[src/rtl/htm_pkg.sv]
package htm_pkg;
  typedef enum logic [1:0] {
    CAUSE_EXCEPTION = 2'd0,
    CAUSE_SIZE      = 2'd1,
    CAUSE_MEMORY    = 2'd2,
    CAUSE_RSVD      = 2'd3
  } htm_cause_e;
endpackage

[src/rtl/htm_nest_ctr.sv]
module htm_nest_ctr #(
  parameter int CNT_W = 4
) (
  input  logic             clk,
  input  logic             rst_n,
  input  logic             begin_i,
  input  logic             end_i,
  input  logic             clear_i,
  output logic [CNT_W-1:0] depth_o,
  output logic             active_o,
  output logic             outer_begin_o,
  output logic             begin_drop_o,
  output logic             end_drop_o
);
  localparam logic [CNT_W-1:0] DEPTH_MAX = {CNT_W{1'b1}};

  logic [CNT_W-1:0] begins_q, begins_d;
  logic [CNT_W-1:0] ends_q, ends_d;
  logic [CNT_W-1:0] depth_d;
  logic             full, take_b, take_e, cnt_en;

  assign depth_o  = begins_q - ends_q;
  assign active_o = (depth_o != '0);
  assign full     = (depth_o == DEPTH_MAX);

  always_comb begin
    take_b        = begin_i & ~full & ~clear_i;
    take_e        = end_i & active_o & ~clear_i;
    outer_begin_o = take_b & ~active_o;
    begin_drop_o  = begin_i & full & ~clear_i;
    end_drop_o    = end_i & ~active_o & ~clear_i;
    cnt_en        = clear_i | take_b | take_e;
    begins_d      = begins_q + CNT_W'(take_b);
    ends_d        = ends_q + CNT_W'(take_e);
    depth_d       = begins_d - ends_d;
    if (clear_i || depth_d == '0) begin
      begins_d = '0;
      ends_d   = '0;
    end
  end

  always_ff @(posedge clk or negedge rst_n) begin
    if (!rst_n) begin
      begins_q <= '0;
      ends_q   <= '0;
    end else if (cnt_en) begin
      begins_q <= begins_d;
      ends_q   <= ends_d;
    end
  end

  // a lone accepted begin deepens nesting by exactly one
  assert_depth_step_R2: assert property (@(posedge clk) disable iff (!rst_n)
    (begin_i && !end_i && !clear_i && !full) |=> (depth_o == $past(depth_o) + CNT_W'(1)));
  // a begin at full depth is dropped
  assert_full_hold_R11: assert property (@(posedge clk) disable iff (!rst_n)
    (begin_i && !end_i && !clear_i && full) |=> (depth_o == DEPTH_MAX));
endmodule

[src/rtl/htm_txid.sv]
module htm_txid #(
  parameter int ID_W = 64
) (
  input  logic            clk,
  input  logic            rst_n,
  input  logic            adv_i,
  output logic [ID_W-1:0] id_o
);
  logic [ID_W-1:0] id_q, id_d;

  always_comb id_d = id_q + ID_W'(1);

  always_ff @(posedge clk or negedge rst_n) begin
    if (!rst_n)     id_q <= '0;
    else if (adv_i) id_q <= id_d;
  end

  assign id_o = id_q;

  // identifier only moves when an outermost begin is accepted
  assert_id_hold_R3: assert property (@(posedge clk) disable iff (!rst_n)
    !adv_i |=> $stable(id_o));
endmodule

[src/rtl/htm_abort_map.sv]
module htm_abort_map
  import htm_pkg::*;
(
  input  logic       clk,
  input  logic       rst_n,
  input  logic       in_tx_i,
  input  logic       fault_i,
  input  logic       fault_htm_i,
  input  logic       rsp_valid_i,
  input  logic       rsp_store_i,
  input  logic       rsp_fail_i,
  input  logic       rsp_remote_i,
  output logic       abort_now_o,
  output logic       fail_idle_o,
  output logic       abort_o,
  output htm_cause_e cause_o
);
  logic       fault_hit, mem_fail, mem_hit;
  htm_cause_e cause_d;
  logic       abort_q;
  htm_cause_e cause_q;

  always_comb begin
    fault_hit   = fault_i & ~fault_htm_i & in_tx_i;
    mem_fail    = rsp_valid_i & rsp_fail_i & ~rsp_store_i;
    mem_hit     = mem_fail & in_tx_i;
    abort_now_o = fault_hit | mem_hit;
    fail_idle_o = mem_fail & ~in_tx_i;
    if (fault_hit)         cause_d = CAUSE_EXCEPTION;
    else if (rsp_remote_i) cause_d = CAUSE_MEMORY;
    else                   cause_d = CAUSE_SIZE;
  end

  always_ff @(posedge clk or negedge rst_n) begin
    if (!rst_n) abort_q <= 1'b0;
    else        abort_q <= abort_now_o;
  end

  always_ff @(posedge clk or negedge rst_n) begin
    if (!rst_n)           cause_q <= CAUSE_EXCEPTION;
    else if (abort_now_o) cause_q <= cause_d;
  end

  assign abort_o = abort_q;
  assign cause_o = cause_q;

  // reserved cause never leaves the block
  assert_cause_legal_R7: assert property (@(posedge clk) disable iff (!rst_n)
    abort_o |-> (cause_o != CAUSE_RSVD));
  // a failing store response alone never aborts
  assert_store_ignored_R8: assert property (@(posedge clk) disable iff (!rst_n)
    (rsp_valid_i && rsp_store_i && !fault_i) |=> !abort_o);
endmodule

[src/rtl/htm_state_ctrl.sv]
module htm_state_ctrl
  import htm_pkg::*;
#(
  parameter int ID_W  = 64,
  parameter int CNT_W = 4
) (
  input  logic             clk,
  input  logic             rst_n,
  input  logic             tx_begin_i,
  input  logic             tx_end_i,
  input  logic             fault_i,
  input  logic             fault_htm_i,
  input  logic             rsp_valid_i,
  input  logic             rsp_store_i,
  input  logic             rsp_fail_i,
  input  logic             rsp_remote_i,
  input  logic             rsp_tagged_i,
  input  logic [ID_W-1:0]  rsp_id_i,
  input  logic             req_valid_i,
  input  logic             irq_pending_i,
  output logic             in_tx_o,
  output logic [CNT_W-1:0] depth_o,
  output logic [ID_W-1:0]  tx_id_o,
  output logic             req_tag_o,
  output logic             irq_take_o,
  output logic             abort_o,
  output logic [1:0]       abort_cause_o,
  output logic             err_o
);
  logic       abort_now, fail_idle;
  logic       outer_begin, begin_drop, end_drop;
  logic       id_mismatch, err_d, err_q;
  htm_cause_e cause;

  htm_abort_map u_abort (
    .clk         (clk),
    .rst_n       (rst_n),
    .in_tx_i     (in_tx_o),
    .fault_i     (fault_i),
    .fault_htm_i (fault_htm_i),
    .rsp_valid_i (rsp_valid_i),
    .rsp_store_i (rsp_store_i),
    .rsp_fail_i  (rsp_fail_i),
    .rsp_remote_i(rsp_remote_i),
    .abort_now_o (abort_now),
    .fail_idle_o (fail_idle),
    .abort_o     (abort_o),
    .cause_o     (cause)
  );

  htm_nest_ctr #(.CNT_W(CNT_W)) u_nest (
    .clk          (clk),
    .rst_n        (rst_n),
    .begin_i      (tx_begin_i),
    .end_i        (tx_end_i),
    .clear_i      (abort_now),
    .depth_o      (depth_o),
    .active_o     (in_tx_o),
    .outer_begin_o(outer_begin),
    .begin_drop_o (begin_drop),
    .end_drop_o   (end_drop)
  );

  htm_txid #(.ID_W(ID_W)) u_id (
    .clk  (clk),
    .rst_n(rst_n),
    .adv_i(outer_begin),
    .id_o (tx_id_o)
  );

  always_comb begin
    id_mismatch = rsp_valid_i & rsp_tagged_i & (rsp_id_i != tx_id_o);
    err_d       = id_mismatch | fail_idle | begin_drop | end_drop;
  end

  always_ff @(posedge clk or negedge rst_n) begin
    if (!rst_n) err_q <= 1'b0;
    else        err_q <= err_d;
  end

  assign err_o         = err_q;
  assign abort_cause_o = cause;
  assign irq_take_o    = irq_pending_i & ~in_tx_o;
  assign req_tag_o     = (req_valid_i & in_tx_o) | abort_o;

  // the abort pulse coincides with cleared nesting
  assert_abort_clears_R9: assert property (@(posedge clk) disable iff (!rst_n)
    abort_o |-> (depth_o == '0));
  // abort is a single-cycle pulse
  assert_abort_pulse_R9: assert property (@(posedge clk) disable iff (!rst_n)
    abort_o |=> !abort_o);
  // no interrupt taken inside a transaction
  assert_irq_held_R4: assert property (@(posedge clk) disable iff (!rst_n)
    (depth_o != '0) |-> !irq_take_o);
endmodule

[config.mk]
export PLATFORM = sky130hd
export DESIGN_NAME = htm_state_ctrl
export DESIGN_NICKNAME = d
export VERILOG_FILES = /design/src/rtl/htm_pkg.sv /design/src/rtl/htm_nest_ctr.sv /design/src/rtl/htm_txid.sv /design/src/rtl/htm_abort_map.sv /design/src/rtl/htm_state_ctrl.sv
export SDC_FILE = /design/constraint.sdc
export NUM_CORES = 1
export LEC_CHECK = 0
export ABC_AREA = 1
export BUFFER_PORTS_ARGS = -buffer_cell sky130_fd_sc_hd__buf_2
export CORE_MARGIN = 10
export CORE_UTILIZATION = 35
export CTS_CLUSTER_DIAMETER = 100
export CTS_CLUSTER_SIZE = 40
export DETAILED_ROUTE_END_ITERATION = 6
export GPL_ROUTABILITY_DRIVEN = 0
export PLACE_DENSITY = 0.59
export SLEW_MARGIN = 20
export SYNTH_ARGS = -nofsm -noshare
export SYNTH_HDL_FRONTEND = slang
export SYNTH_SLANG_ARGS = --single-unit
[constraint.sdc]
create_clock -name clk -period 6.6 [get_ports clk]
set_input_delay 0.66 -clock clk [delete_from_list [all_inputs] [get_ports clk]]
set_output_delay 0.66 -clock clk [all_outputs]
set_load 0.02 [all_outputs]
==> results.json, run 1 <==
{
  "cts_buffers": 9,
  "syn_area_um2": 6310,
  "seq_area_um2": 1900,
  "die_w_um": 154,
  "seq_power_share_pct": 31.2,
  "worst_slew_pin_slew_ns": 0.789,
  "post-route-period-util_pct": 56.9,
  "drt_pass1_iterations": 5,
  "post_cts_buffers": 0,
  "rr_endpoint": "u_nest.begins_q[0]",
  "wl_per_cell_um": 14.6,
  "clk_latency_ns": 0.35,
  "syn_inst": 1067,
  "post_cts_resize_count": 0,
  "overflow": 0,
  "final_nets": 1311,
  "critPathTopFamily": "adder cells",
  "cts_sinks": 76,
  "cap_violations": 0,
  "nFillCells": 1952,
  "cts-root-buf": "clkbuf_16",
  "grt_pass1_vias": 6471,
  "drt-initial-drc-count": 450,
  "post-place-ws_ns": 2.83,
  "antenna_found_initial": 1,
  "rows": 49,
  "synth_warnings": 0,
  "crit_top_cell": "ha_1",
  "hold_viol": 0,
  "p_int_w": 0.00111,
  "max-slew-margin-rel_pct": 47.0,
  "required_ns": 6.86,
  "initial_core_util_pct": 35.4,
  "gr-usage-all-layers_pct": 17.6,
  "die-area_um2": 23800,
  "crit_path_end_kind": "flop",
  "hold_path_class": "in -> async",
  "ant_nets": 0,
  "yosysTopAreaCell": "dfrtp_1",
  "dpl_cell_area_um2": 7300,
  "yosysUniqueCellTypes": 26,
  "critical_path_arrival_ns": 4.02,
  "tns_ns": 0,
  "ys_seq_elements": 76,
  "status": "finished clean",
  "combPwrFrac_pct": 47.2,
  "ys_seq_area_share_pct": 30.2,
  "hpwlAfterDp_um": 17600,
  "p_leak_nw": 4.01,
  "ff2ff_path_depth": 19,
  "ys.flop_type": "dfrtp_1",
  "drc": 0,
  "r2r_start": "u_nest.ends_q[0]",
  "grt_max_degree": 67,
  "port_buffers": 151,
  "pin_count": 152,
  "vias": 6864,
  "max_freq_mhz": 266,
  "clock_power_share_pct": 21.6,
  "ys_async_sr_fraction_pct": 100,
  "slowest_stage": "fa_1",
  "switchingPower_w": 0.00102,
  "layout_min_cycle_time_ns": 3.75,
  "p_per_area_nw_per_um2": 281,
  "avgSynthCellArea_um2": 5.91,
  "synthTopCellsByArea": "dfrtp_1 (30%), nand2_1 (27%), nor2_1 (11%)",
  "hold_buffers": 0,
  "crit_type": "reg -> reg",
  "final_area_um2": 7570,
  "report.final.slew_viol_count": 0,
  "cp_max_fo": 10,
  "coreArea_um2": 17800,
  "layout-area-overhead-vs-synth_pct": 20.0,
  "setup_violations": 0,
  "die_y_um": 154,
  "multi_input_area_um2": 3830,
  "path_clk_slew_ns": 0.06,
  "finClkSkew_ns": 0.00987,
  "cts_tree": "yes",
  "crit_path_max_incr_delay_ns": 0.43,
  "crit_chain": "ha_1 -> fa_1 -> xnor2_1 -> nor2_2 -> nand3_4 -> nand2_4 -> inv_1 -> nor2_1 -> ha_1 -> ha_1 -> xor2_1 -> ha_1 -> inv_1 -> nor3_1 -> nor2_1 -> nand3_1 -> nand3_1 -> nand2_1 -> o21ai_0",
  "viasPerCell": 4.71,
  "rsz0062_at_grt": "no",
  "synth_edf_count": 0,
  "totalWireLength_um": 21300,
  "syn_nets": 1156,
  "antennaDiodeCount": 0,
  "switching_share_pct": 47.8,
  "yosys.area.top_type_share_pct": 30.2,
  "r2r_setup_slack_ns": 2.85,
  "clockBufferDepth": 2,
  "drive_gt1_share_pct": 14.5,
  "path_buf_inv": 2,
  "cts_max_level": 3,
  "vdd_ir_drop_max_uv": 260,
  "worst_slack_ns": 2.85,
  "grt_first_pass_wirelength_um": 34000,
  "critPathLaunchType": "flop"
}
-- cell families (layout without fill, tap and decap cells) --
kind of cell	Yosys count	in the layout	share of synthesized area [%]
simple gates	730	730	46.3
buf+inv	144	304	9.14
flops	76	76	30.2
xor+xnor	60	60	8.33
compound gates	45	45	3.61
fa+ha+maj	12	12	2.50
-- cells in the mapped netlist (3+ instances only) --
cell,number
a21oi_1,4
nand4_1,18
xor2_1,54
nand3_1,40
buf_4,3
dfrtp_1,76
nand2_2,3
nand2_1,457
nor2_1,193
buf_6,3
o21ai_0,38
nor3_1,5
xnor2_1,6
nand3b_1,6
inv_1,134
ha_1,11
-- sequential cells by signal, summed over array words and instances, names as in the netlist --
name / count
u_abort.abort_o: 1
u_nest.begins_q: 4
u_abort.cause_o: 2
err_o: 1
u_id.id_o: 64
u_nest.ends_q: 4
-- cell usage in the layout (no fill, tap or decap) --
cell        netlist  final
buf_4             3      4
nand2_1         457    457
ha_1             11     11
clkbuf_8          0      1
dfrtp_1          76     76
clkbuf_16         0      9
o21ai_1           2      2
nor3_1            5      5
xor2_1           54     54
xnor2_1           6      6
nand3b_1          6      6
clkinv_2          0      4
nand2_2           3      3
clkinvlp_4        0      1
o21ai_0          38     38
nand4_1          18     18
and2_1            2      2
nor2_4            2      2
buf_2             2    150
nand2_4           1      1
nand3_4           1      1
a21o_1            1      1
clkbuf_1          2      1
fa_1              1      1
inv_1           134    134
nand3_1          40     40
a21oi_1           4      4
nor2_2            2      2
nor2_1          193    193
-- how the worst max path moves through the flow --
stage                         endpoint  slack (ns)  cells after the start             start
finish              u_nest.begins_q[0]        2.85                     19  u_nest.ends_q[0]
global placement      u_nest.ends_q[1]        2.94                     20  u_nest.ends_q[0]
global route          u_nest.ends_q[0]        2.42                     19  u_nest.ends_q[0]
detailed placement  u_nest.begins_q[0]        2.83                     20  u_nest.ends_q[0]
floorplan           u_nest.begins_q[0]        2.92                     19  u_nest.ends_q[0]
CTS                 u_nest.begins_q[0]        2.82                     19  u_nest.ends_q[0]
-- power by group through the flow --
| stage | Combinational [W] | Clock, W | Sequential (W) |
|---|---|---|---|
| floorplan | 0.000675 | 0 | 0.000705 |
| global placement | 0.00101 | 0 | 0.000671 |
| detailed placement | 0.00102 | 0 | 0.000672 |
| CTS | 0.00102 | 0.000470 | 0.000666 |
| global route | 0.00115 | 0.000487 | 0.000677 |
| finish | 0.00101 | 0.000460 | 0.000664 |
-- per-layer routing --
metal / wire [um] / part of all wire, % / GRT usage, % / vias up
met5: 7 / 0.033 / 0 / -
met4: 312 / 1.5 / 5.08 / 2
met3: 1580 / 7.4 / 3.69 / 20
met2: 9700 / 46 / 27.7 / 219
met1: 9710 / 46 / 23.8 / 3077
li1: - / - / - / 3546
-- stage by stage --
stage | power, W | util (%) | hold WS [ns] | instances
final | 0.00213 | 42.4 | 0.246 | 1456
after global routing | 0.00231 | 42.4 | 0.283 | 1456
after CTS | 0.00216 | 42.4 | 0.260 | 1456
after detailed placement | 0.00169 | 40.9 | 0.469 | 1440
after global placement | 0.00168 | 40.9 | 0.470 | 1440
after floorplan | 0.00138 | - | 0.364 | 1067
-- layout make-up --
class / instances / area share (%)
Multi-Input combinational cell: 847 / 50.6
Sequential cell: 76 / 25.1
Tap cell: 229 / 3.78
Clock buffer: 11 / 3.21
Inverter: 134 / 6.64
Timing Repair Buffer: 154 / 10.3
Clock inverter: 5 / 0.364
Note: power is estimated with default switching activity, not from simulation.
==> inputs of run 2 (changes only) <==
==> constraint.sdc (replaced) <==
create_clock -name clk -period 3.7 [get_ports clk]
set_input_delay 0.37 -clock clk [delete_from_list [all_inputs] [get_ports clk]]
set_output_delay 0.37 -clock clk [all_outputs]
set_load 0.02 [all_outputs]
==> results.json, run 2 (synthesis gave the netlist of run 1 again) <==
{
  "max-slew-margin-rel_pct": 50.6,
  "grt_pass1_vias": 6622,
  "required_ns": 3.93,
  "post-route-period-util_pct": 93.7,
  "clk_latency_ns": 0.35,
  "cts_buffers": 9,
  "drc": 0,
  "drt-initial-drc-count": 497,
  "fin_hold_ws_ns": 0.0547,
  "rows": 49,
  "layout_commonest_cell": "nand2_1",
  "switchingPower_w": 0.00192,
  "combPwrFrac_pct": 48.9,
  "layout_common_cells": "nand2_1 (455), nor2_1 (192), buf_2 (150)",
  "die-area_um2": 23800,
  "crit_path_end_kind": "flop",
  "final_nets": 1323,
  "die_y_um": 154,
  "cts-root-buf": "clkbuf_16",
  "critical_path_arrival_ns": 3.70,
  "cts_max_level": 3,
  "vdd_ir_drop_max_uv": 540,
  "report.final.slew_viol_count": 0,
  "seq_power_share_pct": 28.1,
  "worst_slew_pin_slew_ns": 0.741,
  "hold_path_class": "in -> async",
  "path_clk_slew_ns": 0.06,
  "viasPerCell": 4.64,
  "hold_viol": 0,
  "status": "finished clean",
  "gr-usage-all-layers_pct": 18.0,
  "die_w_um": 154,
  "p_per_area_nw_per_um2": 542,
  "drt_pass1_iterations": 5,
  "clock_power_share_pct": 23.0,
  "antennaDiodeCount": 0,
  "totalWireLength_um": 21600,
  "layout-area-overhead-vs-synth_pct": 23.1,
  "ant_nets": 0,
  "p_int_w": 0.00228,
  "setup_violations": 0,
  "layout_min_cycle_time_ns": 3.47,
  "max_freq_mhz": 288,
  "cts_sinks": 76,
  "switching_share_pct": 45.7,
  "antenna_found_initial": 0,
  "post-place-ws_ns": -0.0435,
  "critPathLaunchType": "flop",
  "finClkSkew_ns": 0.00937,
  "hpwlAfterDp_um": 17600,
  "worst_slack_ns": 0.231,
  "initial_core_util_pct": 35.4,
  "tns_ns": 0,
  "clockBufferDepth": 2,
  "coreArea_um2": 17800,
  "cap_violations": 0,
  "overflow": 0,
  "grt_first_pass_wirelength_um": 34800,
  "crit_type": "reg -> reg",
  "port_buffers": 151,
  "cts_tree": "yes",
  "cp_max_fo": 5,
  "pin_count": 152,
  "largest_reg_flops": 64,
  "finalPower_w": 0.00421,
  "grt_max_degree": 77,
  "post-route-util_pct": 43.5,
  "vias": 6817,
  "p_leak_nw": 4.09,
  "drive_gt1_share_pct": 16.1,
  "wl_per_cell_um": 14.7
}
-- run 2: cell count changes in the layout (fill, tap and decap cells not counted), moves of 2 or more --
cell,previous run,this run
bufinv_16,0,2
nand2_1,457,455
buf_4,4,15
o21ai_0,38,36
o21ai_1,2,4
-- run 2: stage by stage --
stage	instances	area [um2]
floorplan	1067	6310
global placement	1443	7320
detailed placement	1443	7320
CTS	1459	7650
global route	1468	7760
finish	1468	7760
-- run 2: metal layers --
| layer | wire (um) | share of wire (%) | GRT usage (%) |
|---|---|---|---|
| met5 | 0 | 0 | 0 |
| met4 | 248 | 1.1 | 4.54 |
| met1 | 9790 | 45 | 23.7 |
| met3 | 1650 | 7.6 | 4.49 |
| met2 | 9920 | 46 | 28.9 |
-- run 2: path summary, 6_finish.rpt --
| check | startpoint | endpoint | slack (ns) | cells after the start |
|---|---|---|---|---|
| worst min register to register | u_abort.cause_o[0] | u_abort.cause_o[0] | 0.50 | 2 |
| worst min-delay path | rst_n | u_id.id_o[34] | 0.05 | 1 |
| min in group clk | rsp_remote_i | u_abort.cause_o[0] | 0.29 | 3 |
| max in group asynchronous | rst_n | u_nest.ends_q[2] | 3.08 | 1 |
| worst max register to register | u_nest.ends_q[0] | u_nest.begins_q[0] | 0.23 | 20 |
| worst max-delay path | u_nest.ends_q[0] | u_nest.begins_q[0] | 0.23 | 20 |
-- run 2: repair_timing --
action                                  CTS  global route
setup buffers                             0             9
pin swaps                                 0             6
gates resized for setup                   1            14
endpoints found under the setup margin    4             8
gates cloned                              0             0
hold buffers                              0             0
-- run 2: layout make-up --
type                       count  area, um2
fill                        1953      10100
multi-input combinational    847       3880
sequential                    76       1900
timing repair buffer         166        875
inverter                     134        503
tap                          229        287
clock buffer                  11        243
clock inverter                 5       75.1
-- run 2: power groups by stage --
stage                     Sequential [W]  Combinational, W  Clock [W]
final                            0.00118           0.00206   0.000966
after global routing             0.00121           0.00231    0.00102
after CTS                        0.00119           0.00188   0.000988
after detailed placement         0.00120           0.00187          0
after global placement           0.00120           0.00183          0
after floorplan                  0.00126           0.00120          0
-- run 2: worst max-delay path, cell delays in order, from the launching register on --
cell	delay (ns)
dfrtp_1	0.40
ha_1	0.24
fa_2	0.54
nand2_1	0.08
nor2_4	0.12
nand3_4	0.13
nand2_2	0.10
inv_1	0.04
ha_1	0.21
ha_1	0.22
xor2_2	0.15
inv_1	0.06
ha_1	0.33
inv_1	0.10
nor3_2	0.04
nor2_1	0.13
inv_1	0.06
nand2_1	0.10
nand3_4	0.12
nand2_4	0.10
o21ai_0	0.07
